### src/rtl/inj_fsm_pkg.sv
package inj_fsm_pkg;

   localparam int EX_ST_W = 3;
   localparam int EX_PI_W = 2;
   localparam int EX_SI_W = 1;
   localparam int EX_CO_W = 4;

   localparam logic [EX_ST_W-1:0] S_IDLE = 3'd0;
   localparam logic [EX_ST_W-1:0] S_LOAD = 3'd1;
   localparam logic [EX_ST_W-1:0] S_RUN  = 3'd2;
   localparam logic [EX_ST_W-1:0] S_DONE = 3'd3;
   localparam logic [EX_ST_W-1:0] S_WRAP = 3'd4;

   // true for codes the example sequencer reaches from reset
   function automatic bit ex_reachable(input int code);
      return (code >= 0) && (code <= 4);
   endfunction

endpackage

### src/rtl/inj_fsm_comb.sv
module inj_fsm_comb
   import inj_fsm_pkg::*;
#(
   parameter int ST_W = 3,
   parameter int PI_W = 2,
   parameter int SI_W = 1,
   parameter int CO_W = 4
) (
   input  logic [ST_W-1:0] cur,
   input  logic [PI_W-1:0] pi,
   input  logic [SI_W-1:0] si,
   output logic [ST_W-1:0] nxt,
   output logic [CO_W-1:0] co
);

   initial begin
      assert (ST_W == EX_ST_W && PI_W == EX_PI_W && SI_W == EX_SI_W && CO_W == EX_CO_W)
         else $error("inj_fsm_comb: widths must match the example sequencer");
   end

   // original next-state logic, left as designed
   always_comb begin
      case (cur)
         S_IDLE:  nxt = pi[0] ? S_LOAD : S_IDLE;
         S_LOAD:  nxt = S_RUN;
         S_RUN:   nxt = pi[1] ? S_IDLE : (si[0] ? S_DONE : S_RUN);
         S_DONE:  nxt = S_WRAP;
         S_WRAP:  nxt = S_IDLE;
         default: nxt = ST_W'(pi);
      endcase
   end

   // original output logic
   always_comb begin
      co    = '0;
      co[0] = (cur == S_LOAD);
      co[1] = (cur == S_RUN);
      co[2] = (cur == S_DONE) || (cur == S_WRAP);
      co[3] = ^{cur, si};
   end

endmodule

### src/rtl/inj_fsm_isg.sv
module inj_fsm_isg
   import inj_fsm_pkg::*;
#(
   parameter int                        ST_W     = 3,
   parameter int                        NUM_INV  = 3,
   parameter logic [NUM_INV*ST_W-1:0]   INV_LIST = {3'd7, 3'd5, 3'd6}
) (
   input  logic            clk,
   input  logic            rst,
   input  logic            step,
   output logic [ST_W-1:0] code
);

   localparam int IDX_W = (NUM_INV > 1) ? $clog2(NUM_INV) : 1;
   localparam logic [IDX_W-1:0] LAST = IDX_W'(NUM_INV - 1);

   logic [ST_W-1:0]  tbl [NUM_INV];
   logic [IDX_W-1:0] idx_q;

   initial begin
      assert (NUM_INV >= 1) else $error("inj_fsm_isg: list must not be empty");
   end

   for (genvar g = 0; g < NUM_INV; g++) begin : g_entry
      assign tbl[g] = INV_LIST[g*ST_W +: ST_W];
      initial begin
         assert (!ex_reachable(int'(INV_LIST[g*ST_W +: ST_W])))
            else $error("inj_fsm_isg: entry %0d is a reachable state", g);
      end
   end

   always_ff @(posedge clk) begin
      if (rst)
         idx_q <= '0;
      else if (step)
         idx_q <= (idx_q == LAST) ? '0 : idx_q + 1'b1;
   end

   assign code = tbl[idx_q];

   a_r5_idx_frozen: assert property (@(posedge clk) disable iff (rst)
      !step |=> $stable(idx_q));
   a_r1_idx_reset: assert property (@(posedge clk)
      rst |=> (idx_q == '0));
   always_comb begin
      if (!rst) a_r3_idx_range: assert (int'(idx_q) < NUM_INV);
   end

endmodule

### src/rtl/inj_fsm_sreg.sv
module inj_fsm_sreg #(
   parameter int              ST_W     = 3,
   parameter logic [ST_W-1:0] RESET_ST = '0
) (
   input  logic            clk,
   input  logic            rst,
   input  logic            inject,
   input  logic            hold,
   input  logic [ST_W-1:0] func_nxt,
   input  logic [ST_W-1:0] inv_code,
   output logic [ST_W-1:0] state_q
);

   logic [ST_W-1:0] d_sel;

   assign d_sel = inject ? inv_code : func_nxt;

   always_ff @(posedge clk) begin
      if (rst)
         state_q <= RESET_ST;
      else if (!hold)
         state_q <= d_sel;
   end

   a_r4_hold_keeps: assert property (@(posedge clk) disable iff (rst)
      hold |=> $stable(state_q));
   a_r3_inject_loads: assert property (@(posedge clk) disable iff (rst)
      (inject && !hold) |=> (state_q == $past(inv_code)));
   a_r2_func_loads: assert property (@(posedge clk) disable iff (rst)
      (!inject && !hold) |=> (state_q == $past(func_nxt)));
   a_r1_state_reset: assert property (@(posedge clk)
      rst |=> (state_q == RESET_ST));

endmodule

### src/rtl/inj_fsm_top.sv
module inj_fsm_top
   import inj_fsm_pkg::*;
#(
   parameter int                      ST_W     = 3,
   parameter int                      PI_W     = 2,
   parameter int                      SI_W     = 1,
   parameter int                      CO_W     = 4,
   parameter int                      NUM_INV  = 3,
   parameter logic [NUM_INV*ST_W-1:0] INV_LIST = {3'd7, 3'd5, 3'd6}
) (
   input  logic            clk,
   input  logic            rst,
   input  logic [PI_W-1:0] pri_in,
   input  logic [SI_W-1:0] sts_in,
   input  logic            tst_inject,
   input  logic            tst_hold,
   output logic [CO_W-1:0] ctl_out,
   output logic [ST_W-1:0] st_obs
);

   logic [ST_W-1:0] cur_st;
   logic [ST_W-1:0] nxt_st;
   logic [ST_W-1:0] inv_code;
   logic            gen_step;

   assign gen_step = tst_inject && !tst_hold;

   inj_fsm_comb #(.ST_W(ST_W), .PI_W(PI_W), .SI_W(SI_W), .CO_W(CO_W)) u_comb (
      .cur (cur_st),
      .pi  (pri_in),
      .si  (sts_in),
      .nxt (nxt_st),
      .co  (ctl_out)
   );

   inj_fsm_isg #(.ST_W(ST_W), .NUM_INV(NUM_INV), .INV_LIST(INV_LIST)) u_isg (
      .clk  (clk),
      .rst  (rst),
      .step (gen_step),
      .code (inv_code)
   );

   inj_fsm_sreg #(.ST_W(ST_W), .RESET_ST(S_IDLE)) u_sreg (
      .clk      (clk),
      .rst      (rst),
      .inject   (tst_inject),
      .hold     (tst_hold),
      .func_nxt (nxt_st),
      .inv_code (inv_code),
      .state_q  (cur_st)
   );

   // observed state is the register itself
   assign st_obs = cur_st;

endmodule

### config.mk
export PLATFORM = sky130hd
export DESIGN_NAME = inj_fsm_top
export DESIGN_NICKNAME = d
export VERILOG_FILES = /design/src/rtl/inj_fsm_pkg.sv /design/src/rtl/inj_fsm_comb.sv /design/src/rtl/inj_fsm_isg.sv /design/src/rtl/inj_fsm_sreg.sv /design/src/rtl/inj_fsm_top.sv
export SDC_FILE = /design/constraint.sdc
export NUM_CORES = 1
export LEC_CHECK = 0
export ABC_AREA = 1
export ABC_CLOCK_PERIOD_IN_PS = 3330
export BUFFER_PORTS_ARGS = -buffer_cell sky130_fd_sc_hd__buf_2
export CAP_MARGIN = 5
export CELL_PAD_IN_SITES_DETAIL_PLACEMENT = 0
export CELL_PAD_IN_SITES_GLOBAL_PLACEMENT = 1
export CORE_AREA = 2 2 39 41
export DETAILED_ROUTE_END_ITERATION = 7
export DIE_AREA = 0 0 41 43
export PLACE_DENSITY_LB_ADDON = 0.1
export SLEW_MARGIN = 10
export SYNTH_ARGS = -nofsm -noshare
export SYNTH_HDL_FRONTEND = slang
export SYNTH_SLANG_ARGS = --single-unit
### constraint.sdc
create_clock -name clk -period 3.33 [get_ports clk]
set_clock_uncertainty 0.15 [all_clocks]
set_input_delay 0.4995 -clock clk [delete_from_list [all_inputs] [get_ports clk]]
set_output_delay 0.4995 -clock clk [all_outputs]
set_load 0.05 [all_outputs]
Word level (Yosys, flattened, before mapping)
Index checks and enable logic that the tools add are counted.
W data, S select, Z words.
{"block": "totals", "register_bits": 5, "inputBits": 7, "output_inout_bits": 7, "word_cells": 24}
{"block": "classes", "addsub": 1, "magnitude_cmp": 1, "n_eq_ne": 5, "mux": 9, "n_bitwise": 1, "reduce_logical": 5}
{"operator": "$pmux W3 S5", "n": 1}
{"operator": "$mux W3", "n": 4}
{"operator": "$bmux W3 S2", "n": 1}
{"operator": "$eq A3 B2 Y1 const B", "n": 2}
{"operator": "$reduce_xor A4 Y1", "n": 1}
{"operator": "$eq A3 B1 Y1 const B", "n": 1}
{"operator": "$eq A3 B3 Y1 const B", "n": 1}
{"operator": "$ge A3 B3 Y1 const B", "n": 1}
{"operator": "$logic_not A3 Y1", "n": 1}
{"operator": "$not A2 Y3", "n": 1}
{"operator": "$add A2 B1 Y2 const B", "n": 1}
{"operator": "$eq A2 B2 Y1 const B", "n": 1}
{"operator": "$mux W1", "n": 2}
{"operator": "$mux W2", "n": 1}
{"operator": "$logic_and A1 B1 Y1", "n": 1}
{"operator": "$logic_not A1 Y1", "n": 1}
{"operator": "$logic_or A1 B1 Y1", "n": 1}

Logic depth before layout (Yosys ltp)
Gate-level depths: netlist of the first run.
{"block": "depth", "ltp_word": 5, "depth_mapped": 9, "depth_no_buf": 8}

Modules after synthesis
Synthesis of the first run repeated with hierarchy kept, for this count alone.
{"block": "hier_totals", "hier_cells": 84, "area_unflattened_um2": 466.7}
{"mod": "inj_fsm_comb", "instances": 1, "cells_each": 35, "area_each_um2": 157.7, "seq_area_each_um2": 0.0}
{"mod": "inj_fsm_sreg", "instances": 1, "cells_each": 26, "area_each_um2": 150.1, "seq_area_each_um2": 60.1}
{"mod": "inj_fsm_isg", "instances": 1, "cells_each": 21, "area_each_um2": 148.9, "seq_area_each_um2": 40.0}
{"mod": "inj_fsm_top", "instances": 1, "cells_each": 2, "area_each_um2": 10.0, "seq_area_each_um2": 0.0}

Least setup slack after synthesis of the first run
OpenSTA, ideal clock, no wires.
{"block": "synth_path", "kind": "register to output", "start": "register u_sreg.state_q[1]", "end": "output port ctl_out[2]", "arrival_time_ps": 1952, "path_slack_ps": 729, "stages_incl_launch_ff": 3, "n_path_buf": 0, "path_cell_list": "dfxtp_1 nand2_1 o21ai_0"}
{"block": "synth_via", "elab_chain_len": 2, "elab_cells_between_ends": 3}
{"item": "from (decl)", "line": "inj_fsm_sreg.sv:11", "text": "output logic [ST_W-1:0] state_q"}
{"item": "from (signal assigned)", "line": "inj_fsm_sreg.sv:22", "text": "state_q <= d_sel;"}
{"item": "$eq A3 B2 Y1 / $eq A3 B3 Y1 (equally long branches)", "line": "inj_fsm_comb.sv:38", "text": "co[2] = (cur == S_DONE) || (cur == S_WRAP);"}
{"item": "$logic_or A1 B1 Y1 (*)", "line": "inj_fsm_comb.sv:38"}
{"item": "to (decl)", "line": "inj_fsm_top.sv:17", "text": "output logic [CO_W-1:0] ctl_out,"}
Mark *: on every way between the ends. The rest lies on a longest branch, timed or not.

Final worst setup path of the first run
{"block": "layout_path", "start": "register u_sreg.state_q[2]", "end": "output port ctl_out[3]"}
{"block": "layout_via", "elab_chain_len": 1}
{"item": "$reduce_xor A4 Y1", "line": "inj_fsm_comb.sv:39", "text": "co[3] = ^{cur, si};"}
No other way between the ends.

==> results of run 1 <==
layer usage:
layer | global-route usage [%] | up-vias
met5 | 0 | -
met4 | 4.000 | 0
li1 | - | 217
met1 | 13.18 | 166
met3 | 6.283 | 0
met2 | 20.63 | 12
power by group:
group / total [mW] / internal (mW) / switching (mW) / leakage, nW
logic: 0.0816 / 0.0226 / 0.0590 / 0.203
registers: 0.0731 / 0.0649 / 0.00820 / 0.0414
clock network: 0.0681 / 0.0452 / 0.0229 / 0.0150
through the flow:
stage / cells / util, % / hold slack [ns] / setup WS [ns]
2_1_floorplan: 57 / - / 0.3485 / 0.7289
3_3_place_gp: 85 / 33.36 / 0.4042 / 1.516
3_5_place_dp: 85 / 33.36 / 0.4066 / 1.512
4_1_cts: 89 / 35.26 / 0.3384 / 1.293
5_1_grt: 89 / 35.26 / 0.3441 / 1.182
6_report: 89 / 35.26 / 0.3429 / 1.315
sequential cells by signal (all words and copies together) (netlist names):
signal,cells
u_sreg.state_q,3
u_isg.idx_q,2
cells in the mapped netlist:
cell type	number	area (sq um)
inv_1	8	30.03
nand2_1	8	30.03
nand3_1	7	35.03
dfxtp_1	5	100.1
o21ai_0	5	25.02
ha_1	4	50.05
nor2_1	4	15.01
a21oi_1	3	15.01
a211oi_1	2	15.01
inv_2	2	7.510
nor2_2	2	12.51
a31oi_1	1	6.260
buf_6	1	11.26
inv_4	1	6.260
nand2_2	1	6.260
nor3_1	1	5.000
xnor2_1	1	8.760
xor2_1	1	8.760
final cells by class:
cell class / instances / share of cell area [%]
inverter: 11 / 8.974
timing repair buffer: 13 / 13.33
tap: 16 / 4.103
clock buffer: 4 / 5.385
multi-input combinational: 40 / 47.69
sequential: 5 / 20.51
worst min-delay path by stage:
stage	endpoint	depth (start not counted)	slack, ns	from
floorplan	u_isg.idx_q[1]	2	0.35	u_isg.idx_q[1]
global placement	u_isg.idx_q[1]	2	0.40	u_isg.idx_q[1]
detailed placement	u_isg.idx_q[1]	2	0.41	u_isg.idx_q[1]
CTS	u_isg.idx_q[1]	2	0.34	rst
global route	u_isg.idx_q[1]	2	0.34	rst
finish	u_isg.idx_q[1]	2	0.34	rst
cells by family (layout without fill, tap and decap cells):
| logic type | after synthesis | count (layout) | synth area share, % |
|---|---|---|---|
| compound gates | 11 | 11 | 15.80 |
| xor+xnor | 2 | 2 | 4.517 |
| fa+ha+maj | 4 | 4 | 12.90 |
| buf+inv | 12 | 28 | 14.20 |
| flops | 5 | 5 | 25.81 |
| simple gates | 23 | 23 | 26.77 |
==> results.ini, run 1 <==
[critical_path]
max_stage_delay_ns=0.52
path_cells=xor2_1 -> xnor2_1 -> buf_2
rrSetupSlack_ns=2.06
crit_type=register to primary output
crit_start=u_sreg.state_q[2]
end_kind=primary output
cp-endpoint=ctl_out[3]
cpMaxStageDelayCell=dfxtp_1
reg2reg_depth=6
cp_max_fo=8
critical-path-top-delay-family=flip-flops
critPathLaunchType=register
path_depth=3
cp_num_buf_inv=1
worstReg2RegEnd=u_sreg.state_q[1]
cp.arrival_ns=1.37
required_ns=2.68
r2r_start=u_isg.idx_q[0]

[sta]
slew_violations=0
max_freq_mhz=496.2
fin_crit_sh_pct=60.52
rsz0062_at_grt=false
finalCriticalPeriod_ns=2.015
finalHoldViolCount=0
maxSlewHeadroom_pct=76.70
setup_viol=0
worst_pin_slew_ns=0.3491
finalSetupTns_ns=0

[place]
hpwlAfterDp_um=758.9
place_area_sq_um=461.7
gp_congestion=0.7127
portBuffers=13

[cells_and_area]
multi_input_area_sq_um=232.7
final_design_area_no_fill_sq_um=488.0
drive_gt1_share_pct=30.14
syn_to_final_growth_pct=25.81
diodes=0
num-fill-cells=162
seq_area_sq_um=100.1
mostFrequentLayoutCells=buf_2, nand2_1, inv_1, nand3_1
layout_commonest_cell=buf_2
nets=85

[synth]
synth.cell_area_sq_um=387.9
yosys.cell_types.count=18
synth-seq-area-share_pct=25.81
yosysWarnings=0
syn_avg_cell_area_sq_um=6.805
synthCells=57
synth_nets=68
yosys_register_bits=5

[floorplan]
ios=14
die-area_sq_mm=0.001763
start_util_pct=28.03
die_w_um=41
dieHeight_um=43
num_rows=14
core_sq_mm=0.001384

[route]
via_per_inst=4.438
final_antenna_net_count=0
wl_met2_um=460
drt-met1-wl_um=378
dr.first_iter.drc_count=0
finalWirelength_um=906
drt_pass1_iterations=1
top_layer_used=met3
drt_drc_violations_left=0
route.met3.wl_um=67
vias=395
routedWlPerCell_um=10.18

[grt]
grt_pass1_vias=365
grt_pass1_wl_mm=1.442
globalRouteOverflowTotal=0
antenna_found_initial=0
grt_max_degree=9
track_usage_pct=12.55

[clocking]
clk_pin_slew_ns=0.04
cts_root_buffer=clkbuf_4
cts_resized=0
ctsHoldBuffers=0
clockBufferDepth=2
cts_tree=yes
post_cts_buffers=0
insertion_delay_ns=0.24
h-tree-depth=1
cts_buffers=3
cts.sink_count=5

[min_path]
hold_class=input port to register

[power_and_ir_drop]
total_power_uw=222.8
leakage_nw=0.2597
power.density_mw_per_mm2=456.6
ir_drop_uv=355.2

[outcome]
status=finished, final reports clean

[run]
maxCapViolCount=0

Note: power is estimated with default switching activity, not from simulation.
==> inputs of run 2 (changes only) <==
- ABC_CLOCK_PERIOD_IN_PS: 3330 -> 2100
- clock period: 3.33 -> 2.1 ns (I/O delays scaled with it)
==> run 2 against run 1 <==
  * Clock power rose by 63%
  * Core utilization rose by 0.99 points
  * Global-route usage fell by 1.1 points
  * Total power rose by 62%
  * Sequential power rose by 59%
  * Non-clock buffer count did not move
  * Setup slack got worse by 1.1 ns
  * Register-to-register slack got worse by 1.2 ns
  * Die area did not move
  * Final cell count did not move
  * Critical endpoint unchanged
==> results.ini, run 2 (synthesis gave the netlist of run 1 again) <==
[outcome]
status=finished, final reports clean

[route]
drt_drc_violations_left=0
drt_pass1_iterations=5
final_antenna_net_count=0
dr.first_iter.drc_count=5
routedWlPerCell_um=9.820
via_per_inst=4.528
finalWirelength_um=874
vias=403

[clocking]
cts_buffers=3
h-tree-depth=1
clk_pin_slew_ns=0.05
cts_tree=yes
insertion_delay_ns=0.24
cts.sink_count=5
clockBufferDepth=2
post_cts_buffers=0
cts_root_buffer=clkbuf_4
ctsHoldBuffers=0
cts_resized=0

[power_and_ir_drop]
total_power_uw=361.2
ir_drop_uv=269.2
power.density_mw_per_mm2=719.8
leakage_nw=0.2710

[critical_path]
end_kind=primary output
cp_max_fo=8
reg2reg_depth=6
required_ns=1.63
critPathLaunchType=register
worstReg2RegEnd=u_sreg.state_q[1]
r2r_start=u_isg.idx_q[0]
rrSetupSlack_ns=0.82
cp.arrival_ns=1.43
crit_type=register to primary output

[grt]
grt_max_degree=9
grt_pass1_wl_mm=1.462
track_usage_pct=11.46
globalRouteOverflowTotal=0
antenna_found_initial=0
grt_pass1_vias=386

[place]
gp_congestion=0.6826
place_area_sq_um=474.2
dp_cells=85
hpwlAfterDp_um=747.4
portBuffers=13

[floorplan]
num_rows=14
dieHeight_um=43
die_w_um=41
die-area_sq_mm=0.001763
ios=14
core_sq_mm=0.001384
start_util_pct=28.03

[cells_and_area]
diodes=0
drive_gt1_share_pct=34.25
top_regs=u_sreg.state_q x3, u_isg.idx_q x2
mostFrequentLayoutCells=buf_2, nand2_1, inv_1, nand3_1, dfxtp_1
final_design_area_no_fill_sq_um=501.7
syn_to_final_growth_pct=29.35
regMostFlops=u_sreg.state_q
layout_commonest_cell=buf_2
stdcell_count=89
nets=85
largest_register_ffs=3

[min_path]
min_from=rst
hold_end=u_isg.idx_q[1]
hold_path_depth=2
hold_class=input port to register

[sta]
slew_violations=0
finalHoldViolCount=0
finalCriticalPeriod_ns=1.891
max_freq_mhz=528.8
rsz0062_at_grt=false
maxSlewHeadroom_pct=76.67
fin_crit_sh_pct=90.05
whs_ns=0.1507
worst_pin_slew_ns=0.3495
finalSetupTns_ns=0
setup_viol=0

[run]
maxCapViolCount=0

[run 2: cell types whose count changed in the layout (fill, tap and decap cells not counted), sizes merged]
cell,previous run,this run
clkinv,0,1
clkbuf,4,3
[run 2: worst max-delay path, stage by stage, from the launching register on]
cell,delay [ns]
dfxtp_1,0.52
xor2_1,0.26
xnor2_2,0.13
buf_2,0.27
[run 2: through the flow]
| step | util (%) | worst slack, ns |
|---|---|---|
| floorplan | - | 0.03980 |
| detailed placement | 34.27 | 0.4521 |
| global route | 36.26 | 0.1029 |
| finish | 36.26 | 0.2089 |
| CTS | 36.26 | 0.1853 |
| global placement | 34.27 | 0.4630 |
[run 2: layout make-up]
class	instances	area, sq um
clock buffer	3	22.52
clock inverter	1	5.005
fill	165	882.1
inverter	11	43.79
multi-input combinational	40	245.2
sequential	5	100.1
tap	16	20.02
timing repair buffer	13	65.06
[run 2: routing by layer]
metal / global-route usage, % / part of all wire (%) / vias up
li1: - / - / 215
met1: 13.55 / 41 / 177
met2: 20.63 / 53 / 11
met3: 0 / 5.6 / 0
met4: 4.000 / 0 / 0
met5: 0 / 0 / -
[run 2: worst max-delay path by stage]
| stage | from | endpoint | slack (ns) | depth (start not counted) |
|---|---|---|---|---|
| global route | u_sreg.state_q[2] | ctl_out[3] | 0.10 | 3 |
| CTS | u_sreg.state_q[2] | ctl_out[3] | 0.19 | 3 |
| finish | u_sreg.state_q[2] | ctl_out[3] | 0.21 | 3 |
| floorplan | u_sreg.state_q[1] | ctl_out[2] | 0.04 | 2 |
| detailed placement | u_sreg.state_q[2] | ctl_out[3] | 0.45 | 3 |
| global placement | u_sreg.state_q[1] | ctl_out[3] | 0.46 | 5 |
[run 2: power by group]
| part | internal, mW | leakage (nW) | switching [mW] | total (mW) |
|---|---|---|---|---|
| clock network | 0.0690 | 0.0177 | 0.0418 | 0.111 |
| registers | 0.103 | 0.0414 | 0.0129 | 0.116 |
| logic | 0.0391 | 0.212 | 0.0957 | 0.135 |
| total | 0.211 | 0.271 | 0.150 | 0.361 |
==> inputs of run 3 (changes only) <==
- ABC_AREA: 1 -> default
- CORE_AREA: 2 2 39 41 -> default
- CORE_MARGIN: default -> 2
- CORE_UTILIZATION: default -> 30
- DIE_AREA: 0 0 41 43 -> default
==> run 3 against run 2 <==
  * Largest power group unchanged
  * Via count shrank 2.7%
  * Design area grew 1.7%
  * Die area shrank 2.6%
  * Clock power is essentially flat
  * Largest cell class unchanged
  * Critical path type unchanged
  * Register-to-register slack lost 0.23 ns
  * Final cell count shrank 10%
==> results.ini, run 3 <==
[route]
routedWlPerCell_um=10.80
vias=392
drt_drc_violations_left=0
dr.first_iter.drc_count=6
via_per_inst=4.900
finalWirelength_um=864
drt_pass1_iterations=4
final_antenna_net_count=0

[power_and_ir_drop]
ir_drop_uv=215.0
power.density_mw_per_mm2=686.7
leakage_nw=0.2226

[clocking]
cts_buffers=3
post_cts_buffers=0
ctsHoldBuffers=0
cts_root_buffer=clkbuf_4
cts_tree=yes
clockBufferDepth=2
h-tree-depth=1
insertion_delay_ns=0.24
cts_resized=0
clk_pin_slew_ns=0.04
cts.sink_count=5

[min_path]
min_from=rst
hold_class=input port to register

[synth]
yosys.cell_types.count=25
async_flop_share_pct=0
synth_edf_count=0
synthCells=52
syn_avg_cell_area_sq_um=8.085
synth_area_leaders=dfxtp_1, ha_1, buf_6, o21ai_0, nor4b_1
synth_nets=63
synth.top_cell.area_share_pct=23.81
yosys_register_bits=5
synthFlopType=dfxtp_1
yosysMostFrequentCell=dfxtp_1
yosysTopAreaCell=dfxtp_1
yosysWarnings=0
synth-seq-area-share_pct=23.81
synth.cell_area_sq_um=420.4

[sta]
finalCriticalPeriod_ns=1.905
setup_viol=0
rsz0062_at_grt=false
max_freq_mhz=525.0
maxSlewHeadroom_pct=74.87
slew_violations=0
fin_crit_sh_pct=90.70
finalSetupTns_ns=0
worst_pin_slew_ns=0.3734
finalHoldViolCount=0

[critical_path]
critPathLaunchType=register
cp_num_buf_inv=1
crit_start=u_sreg.state_q[2]
cpMaxStageDelayCell=dfxtp_1
critical-path-top-delay-family=flip-flops
max_stage_delay_ns=0.53
required_ns=1.63
r2r_start=u_sreg.state_q[2]
cp.arrival_ns=1.44
end_kind=primary output
cp_max_fo=12
path_cells=xor2_1 -> xnor2_2 -> buf_2
crit_type=register to primary output

[floorplan]
die-area_sq_mm=0.001717
dieHeight_um=41.44
start_util_pct=32.31
ios=14
num_rows=13
core_sq_mm=0.001301
die_w_um=41.44

[grt]
grt_max_degree=13
track_usage_pct=10.77
antenna_found_initial=0
globalRouteOverflowTotal=0
grt_pass1_vias=336
grt_pass1_wl_mm=1.428

[cells_and_area]
nets=77
regMostFlops=u_sreg.state_q
drive_gt1_share_pct=30.77
top_regs=u_sreg.state_q x3, u_isg.idx_q x2
num-fill-cells=155
layout_commonest_cell=buf_2
fin_util_pct=39.23
diodes=0
syn_to_final_growth_pct=21.43
largest_register_ffs=3
mostFrequentLayoutCells=buf_2, dfxtp_1

[place]
gp_congestion=0.6496
portBuffers=13

[run]
maxCapViolCount=0

[outcome]
status=finished, final reports clean

## run 3: changes by cell type in the layout (fill, tap and decap cells not counted), moves of 2 or more
cell	before	now
inv_2	2	0
nor2_2	2	0
a211oi_1	2	0
inv_1	8	4
nand3_1	7	0
nor4b_1	0	2
nand2_1	8	4
nor2b_1	0	2
## run 3: power by group
group | internal, mW | leakage [nW] | switching (mW)
combinational | 0.0406 | 0.166 | 0.0837
clock | 0.0718 | 0.0150 | 0.0384
sequential | 0.102 | 0.0412 | 0.0146
## run 3: logic make-up (layout without fill, tap and decap cells)
logic type	count (synthesis)	count (layout)	synth area share, %
flops	5	5	23.81
simple gates	19	19	25.30
xor+xnor	3	3	6.251
fa+ha+maj	4	4	11.91
compound gates	13	13	21.43
buf+inv	8	21	11.31
## run 3: metal layers
metal / track usage (%) / wire [um] / vias up
met5: 0 / 0 / -
met1: 12.66 / 390 / 171
met3: 2.609 / 36 / 2
met4: 7.742 / 8 / 0
met2: 16.88 / 429 / 13
li1: - / - / 206
## run 3: through the flow
step / hold WS, ns / power [mW] / cells / instance area (sq um) / worst slack [ns]
floorplan: 0.2339 / 0.2204 / 52 / 432.9 / 0.02389
global placement: 0.3764 / 0.2443 / 76 / 484.2 / 0.4495
detailed placement: 0.3743 / 0.2433 / 76 / 484.2 / 0.4425
CTS: 0.1536 / 0.3561 / 80 / 510.5 / 0.1743
global route: 0.1629 / 0.3738 / 80 / 510.5 / 0.1076
finish: 0.1587 / 0.3505 / 80 / 510.5 / 0.1954
## run 3: path summary, 6_finish.rpt
| kind | end | slack (ns) | cells after the start |
|---|---|---|---|
| setup / recovery | ctl_out[3] | 0.20 | 3 |
| setup reg to reg | u_sreg.state_q[1] | 0.59 | 3 |
| hold reg to reg | u_isg.idx_q[1] | 0.37 | 2 |
| hold / removal | u_isg.idx_q[1] | 0.16 | 2 |
## run 3: cell type report
class,instances,area (sq um),area share (%)
clock buffer,4,26.28,5.147
inverter,4,15.01,2.941
timing repair buffer,13,65.06,12.75
tap,15,18.77,3.676
multi-input combinational,39,285.3,55.88
sequential,5,100.1,19.61
## run 3: worst reg2reg max path, cell delays in order (launching register included)
cell and delay, ns:
dfxtp_1 0.53, nand2b_2 0.20, o221ai_1 0.15, a2111oi_2 0.38
